[src/rtl/owm_pkg.sv]
package owm_pkg;

    typedef enum logic [2:0] {
        ST_IDLE,
        ST_RST_LOW,
        ST_RST_POLL,
        ST_RST_REC,
        ST_SLOT_LOW,
        ST_SLOT_HIGH,
        ST_RD_POLL,
        ST_RD_PAD
    } owm_state_e;

    localparam logic [1:0] CMD_BUSRST = 2'd0;
    localparam logic [1:0] CMD_WRITE  = 2'd1;

endpackage

[src/rtl/owm_tick.sv]
module owm_tick #(
    parameter int DIV = 50
) (
    input  logic clk,
    input  logic rst,
    input  logic restart,
    output logic tick
);
    localparam int CW = (DIV > 1) ? $clog2(DIV) : 1;

    logic [CW-1:0] cnt_d, cnt_q;

    always_comb begin
        tick = (cnt_q == CW'(DIV - 1));
        if (restart || tick) cnt_d = '0;
        else                 cnt_d = cnt_q + 1'b1;
    end

    always_ff @(posedge clk) begin
        if (rst) cnt_q <= '0;
        else     cnt_q <= cnt_d;
    end

    generate
        if (DIV > 1) begin : g_gap

            tick_gap_chk: assert property (@(posedge clk) disable iff (rst)
                tick |=> !tick);
        end
    endgenerate
endmodule

[src/rtl/owm_sync.sv]
module owm_sync #(
    parameter int STAGES = 2
) (
    input  logic clk,
    input  logic rst,
    input  logic din,
    output logic dout
);
    logic [STAGES-1:0] sh_d, sh_q;

    always_comb sh_d = {sh_q[STAGES-2:0], din};

    always_ff @(posedge clk) begin
        if (rst) sh_q <= '1;
        else     sh_q <= sh_d;
    end

    assign dout = sh_q[STAGES-1];
endmodule

[src/rtl/owm_seq.sv]
module owm_seq
    import owm_pkg::*;
#(
    parameter int RST_LOW_US  = 500,
    parameter int PRES_WIN_US = 240,
    parameter int RST_REC_US  = 450,
    parameter int POLL_US     = 5,
    parameter int SLOT_US     = 64,
    parameter int SHORT_US    = 2,
    parameter int LONG_US     = 62,
    parameter int READ_WIN_US = 45,
    parameter int EW          = 10,
    parameter int PW          = 3
) (
    input  logic       clk,
    input  logic       rst,
    input  logic       tick,
    input  logic       line,
    input  logic       start,
    input  logic [1:0] cmd,
    input  logic       wbit,
    output logic       accept,
    output logic       busy,
    output logic       done,
    output logic       result,
    output logic       oe,
    output logic       out
);
    typedef struct packed {
        owm_state_e    st;
        logic [EW-1:0] el;
        logic [PW-1:0] pc;
        logic          rd;
        logic          wb;
        logic          samp;
        logic          res;
        logic          done;
        logic          oe;
        logic          out;
    } seq_t;

    seq_t          r_d, r_q;
    logic [EW-1:0] el_inc;
    logic [EW-1:0] low_end;
    logic          poll;
    logic          fin;
    logic          fin_val;

    always_comb begin
        el_inc  = r_q.el + 1'b1;
        low_end = (r_q.rd || r_q.wb) ? EW'(SHORT_US) : EW'(LONG_US);
        poll    = tick && (r_q.pc == PW'(POLL_US - 1));
        r_d      = r_q;
        r_d.done = 1'b0;
        accept   = 1'b0;
        fin      = 1'b0;
        fin_val  = r_q.samp;
        if (tick && r_q.st != ST_IDLE) begin
            r_d.el = el_inc;
            r_d.pc = poll ? '0 : r_q.pc + 1'b1;
        end
        case (r_q.st)
            ST_IDLE: if (start) begin
                accept  = 1'b1;
                r_d.el  = '0;
                r_d.pc  = '0;
                r_d.oe  = 1'b1;
                r_d.out = 1'b0;
                r_d.rd  = cmd[1];
                r_d.wb  = wbit;
                r_d.st  = (cmd == CMD_BUSRST) ? ST_RST_LOW : ST_SLOT_LOW;
            end
            ST_RST_LOW: if (tick && el_inc == EW'(RST_LOW_US)) begin
                r_d.st = ST_RST_POLL;
                r_d.el = '0;
                r_d.pc = '0;
                r_d.oe = 1'b0;
            end
            ST_RST_POLL: if (poll) begin
                if (!line) begin
                    r_d.samp = 1'b1;
                    r_d.st   = ST_RST_REC;
                    r_d.el   = '0;
                end else if (int'(el_inc) + POLL_US > PRES_WIN_US) begin
                    r_d.samp = 1'b0;
                    r_d.st   = ST_RST_REC;
                    r_d.el   = '0;
                end
            end
            ST_RST_REC: if (tick && el_inc == EW'(RST_REC_US)) fin = 1'b1;
            ST_SLOT_LOW: if (tick && el_inc == low_end) begin
                if (r_q.rd) begin
                    r_d.st = ST_RD_POLL;
                    r_d.oe = 1'b0;
                    r_d.pc = '0;
                end else begin
                    r_d.st  = ST_SLOT_HIGH;
                    r_d.out = 1'b1;
                end
            end
            ST_SLOT_HIGH: if (tick && el_inc == EW'(SLOT_US)) begin
                fin     = 1'b1;
                fin_val = r_q.wb;
            end
            ST_RD_POLL: if (poll) begin
                if (!line) begin
                    r_d.samp = 1'b0;
                    r_d.st   = ST_RD_PAD;
                end else if (int'(el_inc) + POLL_US > READ_WIN_US) begin
                    r_d.samp = 1'b1;
                    r_d.st   = ST_RD_PAD;
                end
            end
            ST_RD_PAD: if (tick && el_inc == EW'(SLOT_US)) fin = 1'b1;
            default: r_d.st = ST_IDLE;
        endcase
        if (fin) begin
            r_d.st   = ST_IDLE;
            r_d.oe   = 1'b1;
            r_d.out  = 1'b1;
            r_d.done = 1'b1;
            r_d.res  = fin_val;
        end
    end

    always_ff @(posedge clk) begin
        if (rst) begin
            r_q     <= '0;
            r_q.oe  <= 1'b1;
            r_q.out <= 1'b1;
        end else begin
            r_q <= r_d;
        end
    end

    assign busy   = (r_q.st != ST_IDLE);
    assign done   = r_q.done;
    assign result = r_q.res;
    assign oe     = r_q.oe;
    assign out    = r_q.out;


    done_single_chk: assert property (@(posedge clk) disable iff (rst)
        r_q.done |=> !r_q.done);

    done_idle_chk: assert property (@(posedge clk) disable iff (rst)
        r_q.done |-> (r_q.st == ST_IDLE));

    idle_high_chk: assert property (@(posedge clk) disable iff (rst)
        (r_q.st == ST_IDLE) |-> (r_q.oe && r_q.out));

    poll_released_chk: assert property (@(posedge clk) disable iff (rst)
        (r_q.st == ST_RD_POLL || r_q.st == ST_RST_POLL) |-> !r_q.oe);

    rst_hold_chk: assert property (@(posedge clk) disable iff (rst)
        (r_q.st == ST_RST_LOW) |=> (r_q.st == ST_RST_LOW || r_q.st == ST_RST_POLL));

    slot_hold_chk: assert property (@(posedge clk) disable iff (rst)
        (r_q.st == ST_SLOT_HIGH) |=> (r_q.st == ST_SLOT_HIGH || r_q.st == ST_IDLE));
endmodule

[src/rtl/onewire_master.sv]
module onewire_master #(
    parameter int CLK_FREQ    = 50_000_000,
    parameter int RST_LOW_US  = 500,
    parameter int PRES_WIN_US = 240,
    parameter int RST_REC_US  = 450,
    parameter int POLL_US     = 5,
    parameter int SLOT_US     = 64,
    parameter int SHORT_US    = 2,
    parameter int LONG_US     = 62,
    parameter int READ_WIN_US = 45
) (
    input  logic       clk,
    input  logic       rst,
    input  logic       start,
    input  logic [1:0] cmd,
    input  logic       wbit,
    output logic       busy,
    output logic       done,
    output logic       result,
    output logic       bus_oe,
    output logic       bus_out,
    input  logic       bus_in
);
    localparam int DIV    = (CLK_FREQ / 1_000_000 > 1) ? CLK_FREQ / 1_000_000 : 1;
    localparam int MAX_A  = (RST_LOW_US > RST_REC_US) ? RST_LOW_US : RST_REC_US;
    localparam int MAX_B  = (PRES_WIN_US > SLOT_US) ? PRES_WIN_US : SLOT_US;
    localparam int MAX_US = (MAX_A > MAX_B) ? MAX_A : MAX_B;
    localparam int EW     = $clog2(MAX_US + POLL_US + 1);
    localparam int PW     = (POLL_US > 1) ? $clog2(POLL_US) : 1;

    logic tick;
    logic accept;
    logic line_s;

    owm_tick #(.DIV(DIV)) i_tick (
        .clk(clk), .rst(rst), .restart(accept), .tick(tick)
    );

    owm_sync #(.STAGES(2)) i_sync (
        .clk(clk), .rst(rst), .din(bus_in), .dout(line_s)
    );

    owm_seq #(
        .RST_LOW_US(RST_LOW_US), .PRES_WIN_US(PRES_WIN_US), .RST_REC_US(RST_REC_US),
        .POLL_US(POLL_US), .SLOT_US(SLOT_US), .SHORT_US(SHORT_US), .LONG_US(LONG_US),
        .READ_WIN_US(READ_WIN_US), .EW(EW), .PW(PW)
    ) i_seq (
        .clk(clk), .rst(rst), .tick(tick), .line(line_s), .start(start), .cmd(cmd),
        .wbit(wbit), .accept(accept), .busy(busy), .done(done), .result(result),
        .oe(bus_oe), .out(bus_out)
    );
endmodule

[config.mk]
export PLATFORM = sky130hd
export DESIGN_NAME = onewire_master
export DESIGN_NICKNAME = d
export VERILOG_FILES = /design/src/rtl/owm_pkg.sv /design/src/rtl/owm_tick.sv /design/src/rtl/owm_sync.sv /design/src/rtl/owm_seq.sv /design/src/rtl/onewire_master.sv
export SDC_FILE = /design/constraint.sdc
export NUM_CORES = 1
export LEC_CHECK = 0
export ABC_AREA = 1
export BUFFER_PORTS_ARGS = -buffer_cell sky130_fd_sc_hd__buf_2
export CAP_MARGIN = 0
export CORE_ASPECT_RATIO = 2
export CORE_UTILIZATION = 55
export CTS_CLUSTER_DIAMETER = 150
export DETAILED_ROUTE_END_ITERATION = 10
export HOLD_SLACK_MARGIN = 0.15
export PLACE_DENSITY = 0.82
export SLEW_MARGIN = 30
export SYNTH_ARGS = -nofsm -noshare
export SYNTH_HDL_FRONTEND = slang
export SYNTH_SLANG_ARGS = --single-unit
[constraint.sdc]
create_clock -name clk -period 2 [get_ports clk]
set_input_delay 0 -clock clk [delete_from_list [all_inputs] [get_ports clk]]
set_output_delay 0 -clock clk [all_outputs]
set_load 0.02 [all_outputs]
[Yosys cells after proc, flatten, opt, wreduce, memory -nomap -nowiden]
Index checks and enable logic that the tools add are counted.
Cells by class
  add/subtract/negate cells: 4
  order comparisons: 2
  equality and inequality tests: 22
  multiplexer cells: 41
  reduce and logical (&&, ||, !) cells: 23
Operators with widths (number)
  two-way mux 12 bit: 4
  > comparator 32 x 7 -> 1 bit (second input constant): 1
  > comparator 32 x 9 -> 1 bit (second input constant): 1
  two-way mux 3 bit: 9
  one-hot mux 9 bit (3 select lines): 1
  == test 9 bit (second input constant): 2
  two-way mux 17 bit: 1
  == test 3 bit (second input constant): 5
  two-way mux 1 bit: 15
  two-way mux 15 bit: 1
  one-hot mux 3 bit (5 select lines): 1
  adder 9 x 3 -> 10 bit (second input constant): 1
  inequality test 2 x 1 -> 1 bit (second input constant): 5
  AND reduction 5 bit: 2
  adder 9 x 1 -> 9 bit (second input constant): 1
  == test 9 x 7 -> 1 bit (second input constant): 1
  == test 9 bit: 1
  one-hot mux 3 bit (3 select lines): 1
  AND reduction 8 bit: 1
  adder 6 x 1 -> 6 bit (second input constant): 1
  == test 3 x 2 -> 1 bit (second input constant): 2
  == test 6 bit (second input constant): 1
  logical AND 1 bit: 6
  two-way mux 2 bit: 3
  other kinds (16): 25
Word-level totals
  register bits after elaboration: 30
  word-level logic and storage cells: 104

[Longest topological paths before layout]
Gate-level depths: netlist of run 1.
  word-level depth: 8
  gate-level depth with buffers: 18

[By module]
From an unflattened synthesis of run 1, not the netlist that was laid out.
Second synthesis, totals
  cell total of the unflattened synthesis: 362
  area total of the unflattened synthesis: 2344.7 µm²
Modules (own cells, without submodules)
  owm_seq: times used 1, cells each 321, area each 2003.2 µm², seq. area each 440.4 µm²
  owm_tick: times used 1, cells each 34, area each 282.8 µm², seq. area each 120.1 µm²
  owm_sync: times used 1, cells each 7, area each 58.8 µm², seq. area each 40.0 µm²

[Worst setup path after synthesis of run 1]
OpenSTA, ideal clock, no wires.
  path type: reg2reg
  start point: register i_seq.r_q[10] in the netlist's numbering
  end point: register i_seq.r_q[4] in the netlist's numbering
  setup time: 113 ps
  data arrival time: 1906 ps
  required time: 1887 ps
  slack: -19 ps
  cell stages (with the launch flop): 17
  buffers on the path: 0
  cells stage by stage: dfxtp_1 -> inv_1 -> ha_1 -> nor2_1 -> inv_1 -> nand2_1 -> nand3_1 -> nor2_1 -> nand3_1 -> nand2_1 -> nand3_1 -> nand3_1 -> nand2_1 -> nor2_1 -> nand2_1 -> nand2_1 -> nor2_1
On the way
  word-level cells in the longest chain between the ends: 5
  elaborated cells between the ends (all ways): 7
RTL lines
  from (decl): RTL line owm_seq.sv:42  | seq_t r_d, r_q;
  from (signal assigned): RTL line owm_seq.sv:132  | r_q <= r_d;
  adder 9 x 1 -> 9 bit *: RTL line owm_seq.sv:50  | el_inc = r_q.el + 1'b1;
  adder 9 x 3 -> 10 bit *: RTL line owm_seq.sv:84, owm_seq.sv:109
  > comparator 32 x 7 -> 1 bit / > comparator 32 x 9 -> 1 bit (equally long branches): RTL line owm_seq.sv:109, owm_seq.sv:84
  inequality test 3 x 2 -> 1 bit (no source line)
  AND reduction 5 bit (no source line) *
Mark *: on every way between the ends. The rest lies on a longest branch, timed or not.
A chain may end at the register's enable or synchronous reset.

[Final worst setup path of run 1]
  start point: register i_seq.r_q[10] in the netlist's numbering
  end point: register i_seq.r_q[19] in the netlist's numbering
On the way
  word-level cells in the longest chain between the ends: 6
  elaborated cells between the ends (all ways): 21
RTL lines (RTL line)
  adder 9 x 1 -> 9 bit *: owm_seq.sv:50
  parallel branches: the longest is 5 deep, another holds > comparator 32 x 7 -> 1 bit
Mark *: on every way between the ends.

==> results.txt, run 1 <==
Status = finished with violations
Failing checks = negative setup slack
Area contributors post-synth = dfxtp_1 (28%), nand2_1 (17%), inv_1 (9.8%), nor2_1 (8.6%), nand3_1 (8.0%)
Util after Layout = 86.5%
Register area share after synthesis = 28.1%
Critical path type = reg -> reg
FMAX = 432 MHz
Mean Syn Cell Area = 6.05 sq um
Largest net degree at the start of global routing = 11
Die width = 46.1 microns
R2R depth = 18
Synth Warn # = 0
Power per cell area = 764 nW/um^2
WL final = 8910 microns
Top cell by count, worst path = nand2_2
Relative slew slack = 69.6%
Critical-path top delay cell = dfxtp_4
Nets = 439
Class of the worst hold path = in -> reg
Synth-to-Final Area Change = 47.6%
Vias post-DR = 2,957
Crit path depth = 18
Worst-path maximum fanout = 5
Netlist Area Pre-Place = 2140 sq um
Post-synth top area share = 28.1%
WL/cell = 18.9 microns
# fillers = 192
Post-synth ARST share = 0%
DRC viols = 0
1st-iter DRT viols = 234
Pre-CTS setup slack = -0.248 ns
Final setup fails = 21
Layout cell share with drive strength beyond 1 = 38.9%
Final antenna-violating net count = 0
RD Place Congestion = 0.928
Ys flop type = dfxtp_1
Initial core utilization = 58.6%
Max-cap viol count = 0
Top Family by Delay on Critical Path = simple AND/OR/NAND/NOR gates
IO buf count = 11
Worst EP arrival = 2.49 ns
Final min period = 2.31 ns
Post-Syn Instances = 353
Critical path capture point type = flop
Ant. Diodes = 0
Core ar. = 3650 sq um
DR pass1 iterations = 6
DR vias/cell = 6.28
Final Worst Setup Slack = -0.312 ns
Clock Tree Buf Depth = 2
Slew @ Worst Pin = 0.451 ns
Boundary Pins = 12
Post-synth EDFFs = 0
Number of synthesized register bits = 30
WHS = 0.187 ns
Row cnt = 31
Hold Fails Final Rpt = 0
Root Driver = clkbuf_8
Syn_nets = 370
P_leak = 1.50 nW
Setup Skew = 0.00545 ns
Htree depth = 2
Clock slew at reported path FFs = 0.06 ns
RSZ-0062 raised after global routing = yes
Fin area = 3150 sq um
Hold Path Stages = 6
TritonCTS clock tree = built
Worst setup SP type = flop
Vias in the first global route = 2,630
Slew Viols, Final = 0
CP bufs+invs = 3
Area post-placement = 2530 sq um
TritonCTS buffer count = 5
Cell Chain, Critical Path = inv_2 -> ha_4 -> nor2_1 -> inv_1 -> nand2_2 -> nand2_2 -> nor2_2 -> nand2_1 -> nand2_1 -> inv_1 -> o21ai_1 -> nand3_2 -> nor2_4 -> nor2_4 -> nand2_4 -> nand2_2 -> nand2_2 -> nor2_1
Synth area leader = dfxtp_1
All-Layer GR Usage = 36.8%
Dpl hpwl = 4710 microns
Worst-skew pair later-pin latency = 0.29 ns
Final Cycle Share = 116%
Clk sink count = 30
Antenna violations before repair = 0
Grt ovf = 0
Full die area = 4150 sq um
Required @ worst endpoint = 2.18 ns
VDD IR max = 0.837 mV
Synth unique cells = 29
Global-route wire length before repair = 11,200 microns
Crit-path max cell delay = 0.39 ns
Height of the die = 90.2 microns
## cells by family after synthesis
| family | synth area share [%] |
|---|---|
| fa+ha+maj | 5.85 |
| xor+xnor | 0.820 |
| compound gates | 10.5 |
| simple gates | 43.8 |
| flops | 28.1 |
| buf+inv | 10.9 |
## what timing repair did
item                       in CTS  in global routing
pin swaps                      33                 33
hold buffers                    7                  0
resized for setup              49                 65
gates cloned                    0                  0
buffers inserted                5                  3
hold endpoints to repair        5                  0
setup endpoints to repair      19                 21
## cells in the mapped netlist, types with 2 or more instances
cell type and count:
o21bai_1 2, a21oi_2 4, nand4_1 8, nor2_2 3, o211ai_1 2, nor3_1 4
nand2_1 95, nor2_1 49, dfxtp_1 30, nor4_1 2, or2_2 2, nand3_1 34
o21ai_0 14, buf_4 2, a21oi_1 14, ha_1 10, nand2_2 11, inv_1 56
## worst paths after layout
check,from,to,slack (ns)
setup / recovery,i_seq.r_q[10],i_seq.r_q[19],-0.31
hold reg to reg,i_sync.sh_q[0],i_sync.sh_q[1],0.43
hold / removal,cmd[0],i_seq.r_q[19],0.19
setup reg to reg,i_seq.r_q[10],i_seq.r_q[19],-0.31
## tightest hold or removal path, stage by stage
cell,delay (ns)
buf_2,0.09
nor2_1,0.04
nand3_1,0.08
nand3_1,0.07
nor2_1,0.10
nor2_1,0.05
## registers in the layout, indices dropped and copies added (netlist names)
register and cells:
i_seq.r_q 18, i_tick.cnt_q 6, i_sync.sh_q 2, i_seq.done 1, i_seq.oe 1, i_seq.out 1
i_seq.result 1
## cells in the final DEF, fill, tap and decap left out, drive strengths merged
cell type,synthesis,routed
and3,1,1
nand4,8,8
nor3,4,4
and2,1,1
buf,2,58
xor2,1,1
xnor2,1,1
ha,10,10
nor3b,1,1
o21ai,14,14
dfxtp,30,30
a21oi,18,18
o211ai,2,2
o2111ai,1,1
o21bai,3,3
dlygate4sd3,0,7
nand3,34,34
clkbuf,1,5
nor2,53,53
or2,2,2
nand2,107,107
inv,57,57
clkinv,0,2
nor4,2,2
## stage by stage
step           power (mW)  setup TNS (ns)  instances
2_1_floorplan        1.29               0        353
3_3_place_gp         1.55           -2.02        449
3_5_place_dp         1.57           -2.99        449
4_1_cts              2.12          -0.696        468
5_1_grt              2.50           -6.94        471
6_report             2.41           -4.75        471
## report_power, final
part	internal, mW	switching, mW
Sequential	0.673	0.0992
Clock	0.233	0.235
Combinational	0.402	0.768
## per-layer routing
| layer | GRT usage [%] | vias up | part of all wire, % |
|---|---|---|---|
| met1 | 33.2 | 1329 | 32 |
| met4 | 29.4 | 0 | 10 |
| li1 | - | 1256 | - |
| met2 | 64.3 | 261 | 50 |
| met5 | 0 | - | 0 |
| met3 | 6.43 | 111 | 8.3 |
## cell type report
type	count	area, sq um	area share [%]
timing repair buffer	65	509	16.1
clock buffer	5	68.8	2.18
sequential	30	611	19.4
tap	49	61.3	1.94
clock inverter	2	10.0	0.317
inverter	57	216	6.86
multi-input combinational	263	1680	53.2
Power figures use the tool's default switching activity.
==> run 2, diff against run 1 <==
--- a/config.mk
+++ b/config.mk
@@ -6,15 +6,17 @@
 export NUM_CORES = 1
 export LEC_CHECK = 0
 export ABC_AREA = 1
+export ABC_CLOCK_PERIOD_IN_PS = 2000
 export BUFFER_PORTS_ARGS = -buffer_cell sky130_fd_sc_hd__buf_2
 export CAP_MARGIN = 0
 export CORE_ASPECT_RATIO = 2
-export CORE_UTILIZATION = 55
+export CORE_UTILIZATION = 25
 export CTS_CLUSTER_DIAMETER = 150
 export DETAILED_ROUTE_END_ITERATION = 10
 export HOLD_SLACK_MARGIN = 0.15
-export PLACE_DENSITY = 0.82
+export PLACE_DENSITY = 0.47
 export SLEW_MARGIN = 30
 export SYNTH_ARGS = -nofsm -noshare
 export SYNTH_HDL_FRONTEND = slang
 export SYNTH_SLANG_ARGS = --single-unit
+export TNS_END_PERCENT = 10
==> run 2 against run 1 <==
Against the previous run:
- the flow still finishes with violations (negative setup slack)
- clock-buffer cell count up 1
- die area up 120%
- design area up 4.3%
- setup slack better by 0.21 ns
- worst hold slack worse by 0.0042 ns
- critical path type unchanged
- highest routed layer unchanged
==> results.txt, run 2 (synthesized netlist as in run 1, its figures left out) <==
Status = finished with violations
Failing checks = negative setup slack
RSZ-0062 raised after global routing = yes
Largest Register = i_seq.r_q
Largest net degree at the start of global routing = 11 (unchanged)
Clock slew at reported path FFs = 0.05 ns (about the same)
Ant. Diodes = 0 (unchanged)
Setup Skew = 0.00153 ns (-0.00392 ns)
Global-route wire length before repair = 11,600 microns (+3.8%)
RD Place Congestion = 0.954 (+2.8%)
Clk sink count = 30 (unchanged)
Most frequent cells in the layout = nand2_1 (65), inv_1 (48), buf_4 (46)
Critical path type = reg -> reg
Clock Tree Buf Depth = 2 (unchanged)
Final Worst Setup Slack = -0.104 ns (+0.209 ns)
Final Cycle Share = 105% (-10 points)
Comb power frac = 40.2% (-8.4 points)
Met3 WL = 152 microns (-79%)
Required @ worst endpoint = 2.18 ns (about the same)
WL/cell = 13.6 microns (-28%)
Sw Share = 39.0% (-6.8 points)
Max reg flops = 18 (unchanged)
Commonest non-fill, non-tap cell in the layout = nand2_1
R2R depth = 15 (-3)
Worst-path maximum fanout = 6 (+1)
Layout cell share with drive strength beyond 1 = 39.3% (+0.48 points)
Die width = 67.4 microns (+46%)
Worst setup SP type = flop
Class of the worst hold path = in -> reg
Grt ovf = 0 (unchanged)
P_leak = 1.55 nW (+3.5%)
Net switching power figure = 0.997 mW (-9.6%)
Hold Path Stages = 2 (-4)
# fillers = 864 (+350%)
Core ar. = 8290 sq um (+130%)
M1 wire length = 2170 microns (-23%)
Clock power frac = 30.3% (+11 points)
Vias in the first global route = 2,531 (-3.8%)
Initial core utilization = 25.8% (-33 points)
Final setup fails = 14 (-33%)
Dpl hpwl = 5780 microns (+23%)
TritonCTS buffer count = 5 (unchanged)
Boundary Pins = 12 (unchanged)
Root Driver = clkbuf_16
VDD IR max = 0.520 mV (-38%)
Worst EP arrival = 2.28 ns (-0.21 ns)
Max-cap viol count = 0 (unchanged)
DR vias/cell = 4.66 (-26%)
Hold Fails Final Rpt = 0 (unchanged)
Height of the die = 133 microns (+47%)
Final min period = 2.10 ns (-0.209 ns)
Flop pwr share = 29.5% (-2.5 points)
Util after Layout = 39.7% (-47 points)
Antenna violations before repair = 0 (unchanged)
Power per cell area = 778 nW/um^2 (+1.8%)
Full die area = 8940 sq um (+120%)
Nets = 443 (+0.91%)
1st-iter DRT viols = 56 (-76%)
Final antenna-violating net count = 0 (unchanged)
Vias post-DR = 2,447 (-17%)
Dpl cells = 504 (+12%)
Metal2 WL = 4290 microns (-3.9%)
Final std cells w/o fill = 525 (+11%)
Slew @ Worst Pin = 0.520 ns (+0.0690 ns)
Worst-skew pair later-pin latency = 0.28 ns (about the same)
DR pass1 iterations = 6 (unchanged)
Critical path capture point type = flop
Slew Viols, Final = 0 (unchanged)
Total power = 2.56 mW (+6.1%)
FF-to-FF setup slack = -0.10 ns (+0.21 ns)
IO buf count = 11 (unchanged)
Top flop regs = i_seq.r_q (18), i_tick.cnt_q (6), i_sync.sh_q (2)
Top sig layer = met4
Synth-to-Final Area Change = 53.9%
All-Layer GR Usage = 17.9% (-19 points)
Relative slew slack = 65.2% (-4.4 points)
Row cnt = 47 (+52%)
Int Pwr = 1.56 mW (+19%)
TritonCTS clock tree = built
FMAX = 475 MHz (+9.9%)
WL final = 7160 microns (-20%)
DRC viols = 0 (unchanged)
Htree depth = 2 (unchanged)
-- run 2: path summary, 6_finish.rpt --
path	to	startpoint
worst max-delay path	i_seq.r_q[20]	i_seq.r_q[10]
worst max register to register	i_seq.r_q[20]	i_seq.r_q[10]
worst min-delay path	i_sync.sh_q[1]	rst
worst min register to register	i_sync.sh_q[1]	i_sync.sh_q[0]
-- run 2: area by class of cell --
class / count / area (sq um) / area share [%]
multi-input combinational: 263 / 1660 / 50.4
sequential: 30 / 613 / 18.6
clock buffer: 6 / 139 / 4.22
clock inverter: 2 / 12.5 / 0.380
inverter: 57 / 216 / 6.58
tap: 98 / 123 / 3.73
timing repair buffer: 69 / 528 / 16.1
-- run 2: what timing repair did --
| item | CTS | global route |
|---|---|---|
| resized for setup | 69 | 42 |
| pin swaps | 31 | 26 |
| buffers inserted | 8 | 0 |
| hold endpoints to repair | 5 | 0 |
| hold buffers | 6 | 0 |
| setup endpoints to repair | 20 | 21 |
-- run 2: power groups by stage --
| stage | Sequential [mW] | Combinational, mW | Clock [mW] |
|---|---|---|---|
| after CTS | 0.748 | 0.953 | 0.802 |
| after detailed placement | 0.754 | 0.863 | 0 |
| after global routing | 0.763 | 1.14 | 0.820 |
| after floorplan | 0.764 | 0.531 | 0 |
| final | 0.754 | 1.03 | 0.775 |
| after global placement | 0.752 | 0.864 | 0 |
-- run 2: metrics by stage --
step                      setup WS (ns)  instance area [sq um]  hold slack (ns)  TNS (ns)
after detailed placement         -0.410                   2640            0.190     -6.25
after floorplan                  0.0115                   2140            0.104         0
final                            -0.104                   3290            0.183    -0.870
after CTS                       -0.0758                   3130            0.168     -1.03
after global placement           -0.356                   2640            0.182     -5.43
after global routing             -0.235                   3290            0.172     -3.53
-- run 2: routing by layer --
metal	GRT usage [%]	vias to the layer above
met1	14.3	1107
met2	34.8	52
li1	-	1261
met5	0	-
met3	2.59	27
met4	14.2	0
-- run 2: critical path: stages, from the launching register on --
cell and delay, ns:
dfxtp_4 0.40, ha_4 0.19, inv_1 0.06, nand2_2 0.07, nand2_4 0.09, buf_4 0.15, nand2_1 0.07, nand3_1 0.10
nor2_2 0.21, o21ai_0 0.11, nand3_1 0.11, nor2_2 0.06, nor2_2 0.13, nand2_2 0.09, nor2_1 0.11, nor2_1 0.05
